**src/rtl/bss_pkg.sv**
```systemverilog
package bss_pkg;

    typedef enum logic [3:0] {
        ST_IDLE,
        ST_ADDR,
        ST_ADDR_END,
        ST_ACK_OUT,
        ST_HOLD,
        ST_PREP,
        ST_RX,
        ST_RX_END,
        ST_TX,
        ST_TX_ACK,
        ST_WAIT_STOP
    } bss_state_e;

endpackage

```
**src/rtl/bss_sync.sv**
```systemverilog
module bss_sync #(
    parameter int STAGES = 2
) (
    input  logic clk,
    input  logic rst_n,
    input  logic scl_i,
    input  logic sda_i,
    output logic scl_s,
    output logic sda_s,
    output logic scl_rise,
    output logic scl_fall,
    output logic sda_rise,
    output logic sda_fall
);
    localparam int LINES = 2;

    logic [LINES-1:0] raw;
    logic [LINES-1:0] lvl;
    logic [LINES-1:0] rise;
    logic [LINES-1:0] fall;

    assign raw = {sda_i, scl_i};

    for (genvar g = 0; g < LINES; g++) begin : g_line
        logic [STAGES:0] pipe;

        always_ff @(posedge clk or negedge rst_n) begin
            if (!rst_n) begin
                pipe <= '1;
            end else begin
                pipe <= {pipe[STAGES-1:0], raw[g]};
            end
        end

        assign lvl[g]  = pipe[STAGES-1];
        assign rise[g] = pipe[STAGES-1] & ~pipe[STAGES];
        assign fall[g] = ~pipe[STAGES-1] & pipe[STAGES];
    end

    assign scl_s    = lvl[0];
    assign sda_s    = lvl[1];
    assign scl_rise = rise[0];
    assign scl_fall = fall[0];
    assign sda_rise = rise[1];
    assign sda_fall = fall[1];

endmodule

```
**src/rtl/bss_cond.sv**
```systemverilog
module bss_cond (
    input  logic scl_s,
    input  logic sda_rise,
    input  logic sda_fall,
    output logic start_det,
    output logic stop_det
);
    // data falling while clock high opens a transfer; rising while high closes it
    assign start_det = sda_fall & scl_s;
    assign stop_det  = sda_rise & scl_s;

endmodule

```
**src/rtl/byte_stretch_slave.sv**
```systemverilog
module byte_stretch_slave
    import bss_pkg::*;
#(
    parameter int              BITS        = 8,
    parameter logic [BITS-2:0] OWN_ADDR    = 7'h5A,
    parameter int              SYNC_STAGES = 2,
    parameter int              SETUP_DLY   = 2
) (
    input  logic            clk,
    input  logic            rst_n,
    input  logic            scl_i,
    input  logic            sda_i,
    output logic            scl_oe,
    output logic            sda_oe,
    output logic            byte_irq,
    input  logic            release_i,
    input  logic [BITS-1:0] tx_data,
    output logic [BITS-1:0] rx_data,
    output logic            xmit,
    output logic            nack
);
    localparam int            CW   = $clog2(BITS);
    localparam int            DW   = $clog2(SETUP_DLY + 1);
    localparam logic [CW-1:0] LAST = CW'(BITS - 1);
    localparam logic [DW-1:0] DLY0 = DW'(SETUP_DLY);

    bss_state_e     state, nxt;
    logic [CW-1:0]   cnt;
    logic [BITS-1:0] shreg;
    logic [DW-1:0]   dly;
    logic            sda_pend;
    logic            mack;

    logic scl_s, sda_s, scl_rise, scl_fall, sda_rise, sda_fall;
    logic start_det, stop_det, abort, addr_hit;

    bss_sync #(.STAGES(SYNC_STAGES)) i_sync (
        .clk      (clk),
        .rst_n    (rst_n),
        .scl_i    (scl_i),
        .sda_i    (sda_i),
        .scl_s    (scl_s),
        .sda_s    (sda_s),
        .scl_rise (scl_rise),
        .scl_fall (scl_fall),
        .sda_rise (sda_rise),
        .sda_fall (sda_fall)
    );

    bss_cond i_cond (
        .scl_s     (scl_s),
        .sda_rise  (sda_rise),
        .sda_fall  (sda_fall),
        .start_det (start_det),
        .stop_det  (stop_det)
    );

    assign abort    = start_det | stop_det;
    assign addr_hit = (shreg[BITS-1:1] == OWN_ADDR);

    // state register
    always_ff @(posedge clk or negedge rst_n) begin
        if (!rst_n) state <= ST_IDLE;
        else        state <= nxt;
    end

    // next state
    always_comb begin
        nxt = state;
        if (start_det) begin
            nxt = ST_ADDR;
        end else if (stop_det) begin
            nxt = ST_IDLE;
        end else begin
            unique case (state)
                ST_IDLE, ST_WAIT_STOP: nxt = state;
                ST_ADDR:     if (scl_rise && cnt == LAST) nxt = ST_ADDR_END;
                ST_ADDR_END: if (scl_fall) nxt = addr_hit ? ST_ACK_OUT : ST_WAIT_STOP;
                ST_ACK_OUT:  if (scl_fall) nxt = ST_HOLD;
                ST_HOLD:     if (release_i) nxt = ST_PREP;
                ST_PREP:     if (dly == '0) nxt = xmit ? ST_TX : ST_RX;
                ST_RX:       if (scl_rise && cnt == LAST) nxt = ST_RX_END;
                ST_RX_END:   if (scl_fall) nxt = ST_ACK_OUT;
                ST_TX:       if (scl_fall && cnt == LAST) nxt = ST_TX_ACK;
                ST_TX_ACK:   if (scl_fall) nxt = mack ? ST_HOLD : ST_WAIT_STOP;
                default:     nxt = ST_IDLE;
            endcase
        end
    end

    // outputs and datapath; every data-line change goes through the setup delay
    always_ff @(posedge clk or negedge rst_n) begin
        if (!rst_n) begin
            scl_oe   <= 1'b0;
            sda_oe   <= 1'b0;
            byte_irq <= 1'b0;
            rx_data  <= '0;
            xmit     <= 1'b0;
            nack     <= 1'b0;
            cnt      <= '0;
            shreg    <= '0;
            dly      <= '0;
            sda_pend <= 1'b0;
            mack     <= 1'b0;
        end else begin
            if (dly != '0) begin
                dly <= dly - 1'b1;
                if (dly == DW'(1)) sda_oe <= sda_pend;
            end
            if (abort) begin
                scl_oe   <= 1'b0;
                sda_oe   <= 1'b0;
                byte_irq <= 1'b0;
                dly      <= '0;
                cnt      <= '0;
                if (start_det) nack <= 1'b0;
            end else begin
                unique case (state)
                    ST_IDLE, ST_WAIT_STOP: cnt <= '0;
                    ST_ADDR, ST_RX: begin
                        if (scl_rise) begin
                            shreg <= {shreg[BITS-2:0], sda_s};
                            cnt   <= (cnt == LAST) ? '0 : cnt + 1'b1;
                            if (cnt == LAST) rx_data <= {shreg[BITS-2:0], sda_s};
                        end
                    end
                    ST_ADDR_END: begin
                        if (scl_fall && addr_hit) begin
                            xmit     <= shreg[0];
                            sda_pend <= 1'b1;
                            dly      <= DLY0;
                        end
                    end
                    ST_RX_END: begin
                        if (scl_fall) begin
                            sda_pend <= 1'b1;
                            dly      <= DLY0;
                        end
                    end
                    ST_ACK_OUT: begin
                        if (scl_fall) begin
                            scl_oe   <= 1'b1;
                            byte_irq <= 1'b1;
                            sda_pend <= 1'b0;
                            dly      <= DLY0;
                        end
                    end
                    ST_HOLD: begin
                        if (release_i) begin
                            byte_irq <= 1'b0;
                            cnt      <= '0;
                            dly      <= DLY0;
                            if (xmit) begin
                                shreg    <= tx_data;
                                sda_pend <= ~tx_data[BITS-1];
                            end else begin
                                sda_pend <= 1'b0;
                            end
                        end
                    end
                    ST_PREP: if (dly == '0) scl_oe <= 1'b0;
                    ST_TX: begin
                        if (scl_fall) begin
                            dly <= DLY0;
                            if (cnt == LAST) begin
                                cnt      <= '0;
                                sda_pend <= 1'b0;
                            end else begin
                                cnt      <= cnt + 1'b1;
                                shreg    <= {shreg[BITS-2:0], 1'b0};
                                sda_pend <= ~shreg[BITS-2];
                            end
                        end
                    end
                    ST_TX_ACK: begin
                        if (scl_rise) mack <= ~sda_s;
                        if (scl_fall) begin
                            if (mack) begin
                                scl_oe   <= 1'b1;
                                byte_irq <= 1'b1;
                            end else begin
                                nack <= 1'b1;
                            end
                        end
                    end
                    default: cnt <= '0;
                endcase
            end
        end
    end

    // interrupt only ever shows during a clock hold
    assert_irq_holds_clock_R4: assert property (@(posedge clk) disable iff (!rst_n)
        byte_irq |-> scl_oe);

    // data enable moves only on a clock-low phase, aborts aside
    assert_sda_low_phase_R7: assert property (@(posedge clk) disable iff (!rst_n)
        ((sda_oe != $past(sda_oe)) && !$past(abort)) |-> !$past(scl_s));

    // Start/Stop frees both lines and drops the interrupt
    assert_abort_release_R8: assert property (@(posedge clk) disable iff (!rst_n)
        abort |=> (!scl_oe && !sda_oe && !byte_irq));

    // silent after a mismatch or a master NACK
    assert_quiet_wait_R6: assert property (@(posedge clk) disable iff (!rst_n)
        (state == ST_WAIT_STOP) |-> (!scl_oe && !sda_oe));

    // a NACK flag only appears at the end of a transmit frame
    assert_nack_source_R6: assert property (@(posedge clk) disable iff (!rst_n)
        $rose(nack) |-> ($past(state) == ST_TX_ACK));

endmodule

```
**config.mk**
```make
export PLATFORM = sky130hd
export DESIGN_NAME = byte_stretch_slave
export DESIGN_NICKNAME = d
export VERILOG_FILES = /design/src/rtl/bss_pkg.sv /design/src/rtl/bss_sync.sv /design/src/rtl/bss_cond.sv /design/src/rtl/byte_stretch_slave.sv
export SDC_FILE = /design/constraint.sdc
export NUM_CORES = 1
export LEC_CHECK = 0
export ABC_AREA = 1
export BUFFER_PORTS_ARGS = -buffer_cell sky130_fd_sc_hd__buf_2
export CORE_MARGIN = 2
export CORE_UTILIZATION = 50
export DETAILED_ROUTE_END_ITERATION = 10
export PLACE_DENSITY = 0.74
export SLEW_MARGIN = 20
export SYNTH_ARGS = -nofsm -noshare
export SYNTH_HDL_FRONTEND = slang
export SYNTH_SLANG_ARGS = --single-unit
```
**constraint.sdc**
```tcl
create_clock -name clk -period 3.2 [get_ports clk]
set_input_delay 0.48 -clock clk [delete_from_list [all_inputs] [get_ports clk]]
set_output_delay 0.48 -clock clk [all_outputs]
set_load 0.01 [all_outputs]
```
==> flow_summary.yaml, run 1 <==
run_status:
  status: "finished, final reports clean"
worst_setup_path:
  crit_arrival_ps: 2210
  critPathMaxFanout: 16
  crit_path_start_kind: "flop"
  required_ps: 3390
  path_class: "reg -> reg"
  crit_path_end_kind: "flop"
clock_tree:
  clkSinkCount: 38
  clock_latency_ps: 300
  htreeDepth: 2
  cts_setup_buffers: 0
  path_clk_slew_ps: 80
  root_buffer: "clkbuf_8"
  cts_tree: "done"
  cts_buffers: 5
  cts_hold_buf: 0
  ctsResizeCount: 0
  clk_path_buf_depth: 2
power_and_ir_drop:
  pwr_density_cell_mw_per_mm2: 543
  p_leak_nw: 1.35
  max-vdd-ir-drop_mv: 0.273
finish:
  final_nets: 342
  multi_input_area_sq_mm: 0.00116
  fillers: 437
  final_common_cell: "nand2_1"
  antenna-diode-count: 0
  regArea_sq_um: 958
  final_cell_mix: "90 x nand2_1, 32 x dfrtp_1, 31 x inv_1, 29 x nor2_1, 25 x buf_2"
  drive_gt1_share_pct: 25.9
  synthToLayoutAreaGrowth_pct: 9.75
grt:
  gr-usage-met3_pct: 5.20
  grt_pass1_vias: 1906
  groute.usage.overall_pct: 21.8
  top_usage_layer: "met2"
  met1_usage_pct: 30.0
  grt_max_degree: 39
  globalRouteOverflowTotal: 0
  grt_antenna_before_repair: 0
  grt_use_met2_pct: 33.6
  grt_pass1_wl_mm: 8.66
place:
  dp_hpwl_mm: 3.70
  place_congestion: 0.955
  portBuffers: 25
synth:
  synth-edff-count: 0
  yosysWarnings: 0
  syn_inst: 301
  synthTopCellsByArea: "dfrtp_1 35%, nand2_1 15%, dfstp_2 6.9%"
  synth_nets: 316
  seq_area_frac_synth_pct: 41.7
  synth_cell_types: 31
  netlist_area_sq_mm: 0.00230
  synthFlopType: "dfrtp_1"
  synth_top_area_share_pct: 34.9
  synth_seq_cells: 38
  synth_area_per_cell_sq_um: 7.63
  async_flop_share_pct: 100
  yosys.area.top_type: "dfrtp_1"
floorplan:
  rows: 24
  die_width_microns: 71.8
  die_h_microns: 71.8
  io-pin-count: 26
  start_util_pct: 52.4
  core_sq_mm: 0.00438
  die-area_sq_mm: 0.00515
sta:
  maxSlewViolCount: 0
  fin_setup_tns_ps: 0
  tightest_slew_ps: 839
  fmax_mhz: 496
  worst_hold_slack_ps: 282
  rsz0062_at_grt: "false"
  skew_ps: 12.8
  hold_violations: 0
  fin_crit_sh_pct: 63.0
  setup_viol: 0
  max-slew-margin-rel_pct: 44.1
  finalCriticalPeriod_ps: 2020
drt:
  avgRoutedWirePerCell_microns: 12.7
  drt_iter0_drc: 205
  ant_nets: 0
  wl_mm: 4.83
  vias: 2005
  avgViaCountPerCell: 5.28
  first_pass_iters: 4
  drcViolationCount: 0
min_path:
  hold_class: "in -> reg"
job:
  cap_violations: 0
==> logic make-up after synthesis <==
group           synth area share (%)
compound gates                  13.8
buf+inv                         7.85
fa+ha+maj                       1.09
flops                           41.7
simple gates                    35.5
==> metrics by stage <==
| stage | power (mW) | instances | utilization [%] | worst slack [ps] | area (sq um) |
|---|---|---|---|---|---|
| 5_1_grt | 1.47 | 380 | 57.5 | 1010 | 2520 |
| 6_report | 1.37 | 380 | 57.5 | 1180 | 2520 |
| 3_3_place_gp | 1.04 | 372 | 55.6 | 1250 | 2440 |
| 4_1_cts | 1.38 | 380 | 57.5 | 1200 | 2520 |
| 3_5_place_dp | 1.06 | 372 | 55.6 | 1200 | 2440 |
| 2_1_floorplan | 0.971 | 301 | - | 1620 | 2300 |
==> cell type report <==
| class | instances | share of cell area (%) |
|---|---|---|
| Inverter | 35 | 5.21 |
| Multi-Input combinational cell | 222 | 45.9 |
| Timing Repair Buffer | 25 | 4.97 |
| Sequential cell | 38 | 38.0 |
| Tap cell | 52 | 2.58 |
| Clock buffer | 6 | 2.88 |
| Clock inverter | 2 | 0.397 |
==> power breakdown <==
| part | switching, mW | internal, mW | total, mW |
|---|---|---|---|
| combinational | 0.305 | 0.144 | 0.449 |
| sequential | 0.0528 | 0.545 | 0.598 |
| clock | 0.171 | 0.151 | 0.322 |
| total | 0.529 | 0.840 | 1.37 |
==> cells in the mapped netlist, types with 2 or more instances <==
library cell   n
nor2_4         2
o21ai_2       16
nor2_2         9
o21ai_0       11
dfstp_2        6
nor3_1         2
buf_2          3
nand2_2        8
dfrtp_1       32
ha_1           2
nand2_4        2
inv_1         31
nand4_2        2
nand4_1        3
inv_2          4
o21ai_1        8
nand2_1       90
a21oi_1        7
nor2_1        29
nand3_1       23
==> routing by layer <==
layer | wire length [microns] | part of all wire [%]
met3 | 211 | 4.4
met5 | 0 | 0
met4 | 73 | 1.5
met1 | 2280 | 47
met2 | 2260 | 47
==> flip-flops by register name (all words and copies together) (netlist names) <==
signal	flops
byte_irq	1
cnt	3
scl_oe	1
sda_oe	1
dly	2
state	4
i_sync.g_line.pipe	6
shreg	8
mack	1
xmit	1
rx_data	8
nack	1
sda_pend	1
==> worst paths after layout <==
| check | slack (ps) | to | start | cells past startpoint |
|---|---|---|---|---|
| setup / recovery | 1180 | shreg[0]$_DFFE_PN0P_ | i_sync.g_line[1].pipe[1]$_DFF_PN1_ | 7 |
| hold / removal | 280 | i_sync.g_line[1].pipe[0]$_DFF_PN1_ | sda_i | 1 |
| setup reg to reg | 1180 | shreg[0]$_DFFE_PN0P_ | i_sync.g_line[1].pipe[1]$_DFF_PN1_ | 7 |
| hold reg to reg | 360 | i_sync.g_line[0].pipe[1]$_DFF_PN1_ | i_sync.g_line[0].pipe[0]$_DFF_PN1_ | 0 |
| max in group asynchronous | 2390 | byte_irq$_DFFE_PN0P_ | rst_n | 1 |
| min in group asynchronous | 290 | rx_data[5]$_DFFE_PN0P_ | rst_n | 1 |
==> critical path: stages, from the launching register on <==
cell     delay, ps
dfstp_2        570
nor2_1          80
nor2_2         490
nand2_1        170
nor2_2         180
nand3_4        210
nand2_1        150
o21ai_2         60
Note: power is estimated with default switching activity, not from simulation.
==> run 2: changes to the inputs <==
--- a/config.mk
+++ b/config.mk
@@ -10,7 +10,7 @@
 export CORE_MARGIN = 2
 export CORE_UTILIZATION = 50
 export DETAILED_ROUTE_END_ITERATION = 10
-export PLACE_DENSITY = 0.74
+export PLACE_DENSITY = 0.77
 export SLEW_MARGIN = 20
 export SYNTH_ARGS = -nofsm -noshare
 export SYNTH_HDL_FRONTEND = slang
==> constraint.sdc (replaced) <==
create_clock -name clk -period 1.6 [get_ports clk]
set_input_delay 0.24 -clock clk [delete_from_list [all_inputs] [get_ports clk]]
set_output_delay 0.24 -clock clk [all_outputs]
set_load 0.01 [all_outputs]
==> flow_summary.yaml, run 2 (synthesis gave the netlist of run 1 again) <==
run_status:
  status: "complete, but fails checks"
  violations: "setup timing"
worst_setup_path:
  required_ps: 1790
  path_class: "reg -> reg"
  cpMaxStageDelayCell: "dfstp_2"
  worst_path_largest_cell_delay_ps: 580
  crit_path_start_kind: "flop"
  crit_path_end_kind: "flop"
  critPathMaxFanout: 7
  crit_arrival_ps: 1810
  critical_path_buf_inv_count: 3
  path_delay_family: "simple AND/OR/NAND/NOR gates"
  crit_chain: "buf_4, inv_2, nand2_2, buf_6, nor2_1, nor2_1, nand2_2, nand3_1, nor2_4, nand3_1, nand2_1"
clock_tree:
  htreeDepth: 2
  clk_path_buf_depth: 2
  path_clk_slew_ps: 80
  clkSinkCount: 38
  cts_buffers: 5
  cts_tree: "done"
  root_buffer: "clkbuf_8"
  clock_latency_ps: 300
grt:
  grt_max_degree: 21
  groute.usage.overall_pct: 24.5
  grt_pass1_wl_mm: 9.74
  globalRouteOverflowTotal: 0
  grt_antenna_before_repair: 0
  grt_pass1_vias: 2149
finish:
  multi_input_area_sq_mm: 0.00133
  stdcell_count: 425
  final_common_cell: "nand2_1"
  fillers: 346
  drive_gt1_share_pct: 44.2
  final_cell_mix: "72 x nand2_1, 37 x buf_4, 30 x inv_1, 29 x dfrtp_1, 26 x buf_2"
  antenna-diode-count: 0
  top_regs: "rx_data x8, shreg x8, i_sync.g_line.pipe x6"
  final_nets: 387
  regArea_sq_um: 962
  synthToLayoutAreaGrowth_pct: 33.2
drt:
  ant_nets: 0
  avgRoutedWirePerCell_microns: 14.3
  vias: 2281
  wl_mm: 6.09
  first_pass_iters: 4
  avgViaCountPerCell: 5.37
  drcViolationCount: 0
  drt_iter0_drc: 156
power_and_ir_drop:
  pwr_density_cell_mw_per_mm2: 1020
  max-vdd-ir-drop_mv: 0.747
  p_leak_nw: 1.59
floorplan:
  rows: 24
  core_sq_mm: 0.00438
  start_util_pct: 52.4
  die-area_sq_mm: 0.00515
  die_width_microns: 71.8
  io-pin-count: 26
  die_h_microns: 71.8
sta:
  maxSlewViolCount: 0
  hold_violations: 0
  max-slew-margin-rel_pct: 69.6
  fin_crit_sh_pct: 101
  fmax_mhz: 618
  tightest_slew_ps: 457
  skew_ps: 12.4
  setup_viol: 7
  rsz0062_at_grt: "true"
  fin_setup_tns_ps: -72.2
  worst_slack_ps: -17.0
  finalCriticalPeriod_ps: 1620
place:
  dp.cells: 407
  place_congestion: 0.990
  portBuffers: 25
  dp_hpwl_mm: 4.33
job:
  cap_violations: 0
min_path:
  hold_class: "in -> reg"
-- run 2: cell types whose count changed in the layout (fill, tap and decap cells not counted), sizes merged --
cell,delta
nand3,+1
dlygate4sd3,+1
buf,+43
-- run 2: path summary, 6_finish.rpt --
path                                                          from                                  to  slack, ps  cells past startpoint
worst max-delay path            i_sync.g_line[0].pipe[1]$_DFF_PN1_                state[2]$_DFFE_PN0P_        -20                     11
worst min-delay path                                         sda_i  i_sync.g_line[1].pipe[0]$_DFF_PN1_         50                      1
worst max register to register  i_sync.g_line[0].pipe[1]$_DFF_PN1_                state[2]$_DFFE_PN0P_        -20                     11
worst min register to register  i_sync.g_line[1].pipe[0]$_DFF_PN1_  i_sync.g_line[1].pipe[1]$_DFF_PN1_        360                      0
max in group asynchronous                                    rst_n  i_sync.g_line[0].pipe[0]$_DFF_PN1_        630                      3
min in group asynchronous                                    rst_n                shreg[7]$_DFFE_PN0P_        420                      2
-- run 2: final cells by class --
type                            count  share of cell area [%]
Multi-Input combinational cell    223                    43.4
Sequential cell                    38                    31.5
Timing Repair Buffer               69                    16.1
Inverter                           35                    4.29
Clock buffer                        6                    2.37
Tap cell                           52                    2.13
Clock inverter                      2                   0.327
-- run 2: per-stage QoR --
stage                     setup slack (ps)  hold slack, ps  utilization (%)  cell area (sq um)  power [mW]
after floorplan                       22.5           -55.6                -               2300        1.94
after global placement               -47.4             209             61.9               2710        2.25
after detailed placement             -84.4             215             61.9               2710        2.28
after CTS                             6.01            38.9             65.0               2850        2.97
after global routing                  -123            29.3             69.8               3060        3.34
final                                -17.0            46.3             69.8               3060        3.14
-- run 2: repair_timing --
action / in CTS / in global routing
pin swaps: 1 / 11
hold buffers: 1 / 0
buffers inserted: 1 / 6
gates cloned: 1 / 1
gates resized for setup: 8 / 48
endpoints found under the hold margin: 18 / 0
endpoints found under the setup margin: 24 / 28
-- run 2: power breakdown --
| part | internal [mW] | switching (mW) | total [mW] |
|---|---|---|---|
| Combinational | 0.514 | 0.785 | 1.30 |
| Sequential | 1.09 | 0.108 | 1.20 |
| Clock | 0.302 | 0.335 | 0.637 |
| Total | 1.91 | 1.23 | 3.14 |
-- run 2: metal layers --
metal	vias up	wire [microns]	track usage (%)
li1	1108	-	-
met1	1082	2650	33.2
met2	70	2990	38.3
met3	21	280	4.50
met4	0	172	10.9
met5	-	0	0
==> run 3: changes to the inputs <==
--- a/config.mk
+++ b/config.mk
@@ -11,6 +11,7 @@
 export CORE_UTILIZATION = 50
 export DETAILED_ROUTE_END_ITERATION = 10
 export PLACE_DENSITY = 0.77
+export SKIP_LAST_GASP = 1
 export SLEW_MARGIN = 20
 export SYNTH_ARGS = -nofsm -noshare
 export SYNTH_HDL_FRONTEND = slang
==> flow_summary.yaml, run 3 (synthesis gave the netlist of run 1 again) <==
run_status:
  status: "complete, but fails checks"
  violations: "setup timing"
grt:
  grt_pass1_vias: 2149
  grt_pass1_wl_mm: 9.74
  grt_max_degree: 21
  groute.usage.overall_pct: 24.5
  grt_antenna_before_repair: 0
  globalRouteOverflowTotal: 0
clock_tree:
  path_clk_slew_ps: 80
  root_buffer: "clkbuf_8"
  clk_path_buf_depth: 2
  htreeDepth: 2
  cts_tree: "done"
  clock_latency_ps: 300
  cts_buffers: 5
  clkSinkCount: 38
finish:
  top_regs: "rx_data x8, shreg x8, i_sync.g_line.pipe x6"
  synthToLayoutAreaGrowth_pct: 33.1
  utilization_pct: 69.7
  drive_gt1_share_pct: 44.0
  final_common_cell: "nand2_1"
  antenna-diode-count: 0
  final_nets: 387
  final_cell_mix: "72 x nand2_1, 37 x buf_4, 30 x inv_1, 29 x dfrtp_1, 26 x buf_2"
power_and_ir_drop:
  pwr_density_cell_mw_per_mm2: 1020
  p_leak_nw: 1.59
  power_mw: 3.13
  max-vdd-ir-drop_mv: 0.746
drt:
  avgViaCountPerCell: 5.34
  drcViolationCount: 0
  wl_mm: 6.03
  first_pass_iters: 4
  drt_iter0_drc: 170
  vias: 2268
  avgRoutedWirePerCell_microns: 14.2
  ant_nets: 0
sta:
  skew_ps: 12.1
  worst_hold_slack_ps: 45.5
  setup_viol: 3
  fmax_mhz: 620
  fin_crit_sh_pct: 101
  maxSlewViolCount: 0
  hold_violations: 0
  max-slew-margin-rel_pct: 69.6
  worst_slack_ps: -13.7
  rsz0062_at_grt: "true"
  tightest_slew_ps: 456
  finalCriticalPeriod_ps: 1610
worst_setup_path:
  path_class: "reg -> reg"
  crit_path_end_kind: "flop"
  critPathMaxFanout: 8
  crit_path_start_kind: "flop"
  crit_arrival_ps: 1810
  required_ps: 1790
floorplan:
  rows: 24
  die-area_sq_mm: 0.00515
  die_h_microns: 71.8
  start_util_pct: 52.4
  die_width_microns: 71.8
  io-pin-count: 26
  core_sq_mm: 0.00438
min_path:
  hold_class: "in -> reg"
place:
  dp_hpwl_mm: 4.33
  portBuffers: 25
  place_congestion: 0.990
job:
  cap_violations: 0
[run 3: layout make-up]
class,count,area (sq um)
fillers,347,1330
multi-input cells,223,1320
flip-flops and latches,38,962
repair buffers,69,492
inverters,35,131
clock buffers,6,72.6
well taps,52,65.1
clock inverters,2,10.0
[run 3: per-stage QoR]
step	instances	area, sq um	setup TNS, ps	setup WS (ps)
floorplan	301	2300	0	22.5
global placement	407	2710	-254	-47.4
detailed placement	407	2710	-777	-84.4
CTS	418	2850	0	6.01
global route	425	3060	-1390	-126
finish	425	3060	-30.7	-13.7
[run 3: per-layer routing]
metal | track usage [%] | share of wire [%] | vias to the layer above
met3 | 4.50 | 4.6 | 13
li1 | - | - | 1108
met4 | 10.9 | 2.3 | 0
met5 | 0 | 0 | -
met1 | 33.2 | 43 | 1087
met2 | 38.3 | 50 | 60
[run 3: power breakdown]
group	internal, mW	switching [mW]	total (mW)	leakage, nW
logic	0.514	0.780	1.29	1.05
registers	1.09	0.108	1.20	0.499
clock network	0.302	0.336	0.638	0.0450
[run 3: critical path: stages (launching register included)]
cell,delay [ps]
dfstp_2,580
buf_4,120
inv_2,40
nor2_4,90
inv_1,70
a21oi_4,150
buf_4,140
nand3_4,140
nand2_1,120
o21ai_2,50
[run 3: final timing paths]
check	end	startpoint	slack, ps	cells after the start
setup / recovery	shreg[2]$_DFFE_PN0P_	i_sync.g_line[0].pipe[1]$_DFF_PN1_	-10	9
hold / removal	i_sync.g_line[1].pipe[0]$_DFF_PN1_	sda_i	50	1
setup reg to reg	shreg[2]$_DFFE_PN0P_	i_sync.g_line[0].pipe[1]$_DFF_PN1_	-10	9
hold reg to reg	i_sync.g_line[1].pipe[1]$_DFF_PN1_	i_sync.g_line[1].pipe[0]$_DFF_PN1_	360	0
max in group asynchronous	i_sync.g_line[0].pipe[0]$_DFF_PN1_	rst_n	630	3
min in group asynchronous	shreg[7]$_DFFE_PN0P_	rst_n	420	2
[run 3: what timing repair did]
action	4_1_cts	5_1_grt
hold endpoints to repair	18	0
gates resized for setup	8	46
hold buffers	1	0
gates cloned	1	1
pin swaps	1	11
setup endpoints to repair	24	28
setup buffers	1	6
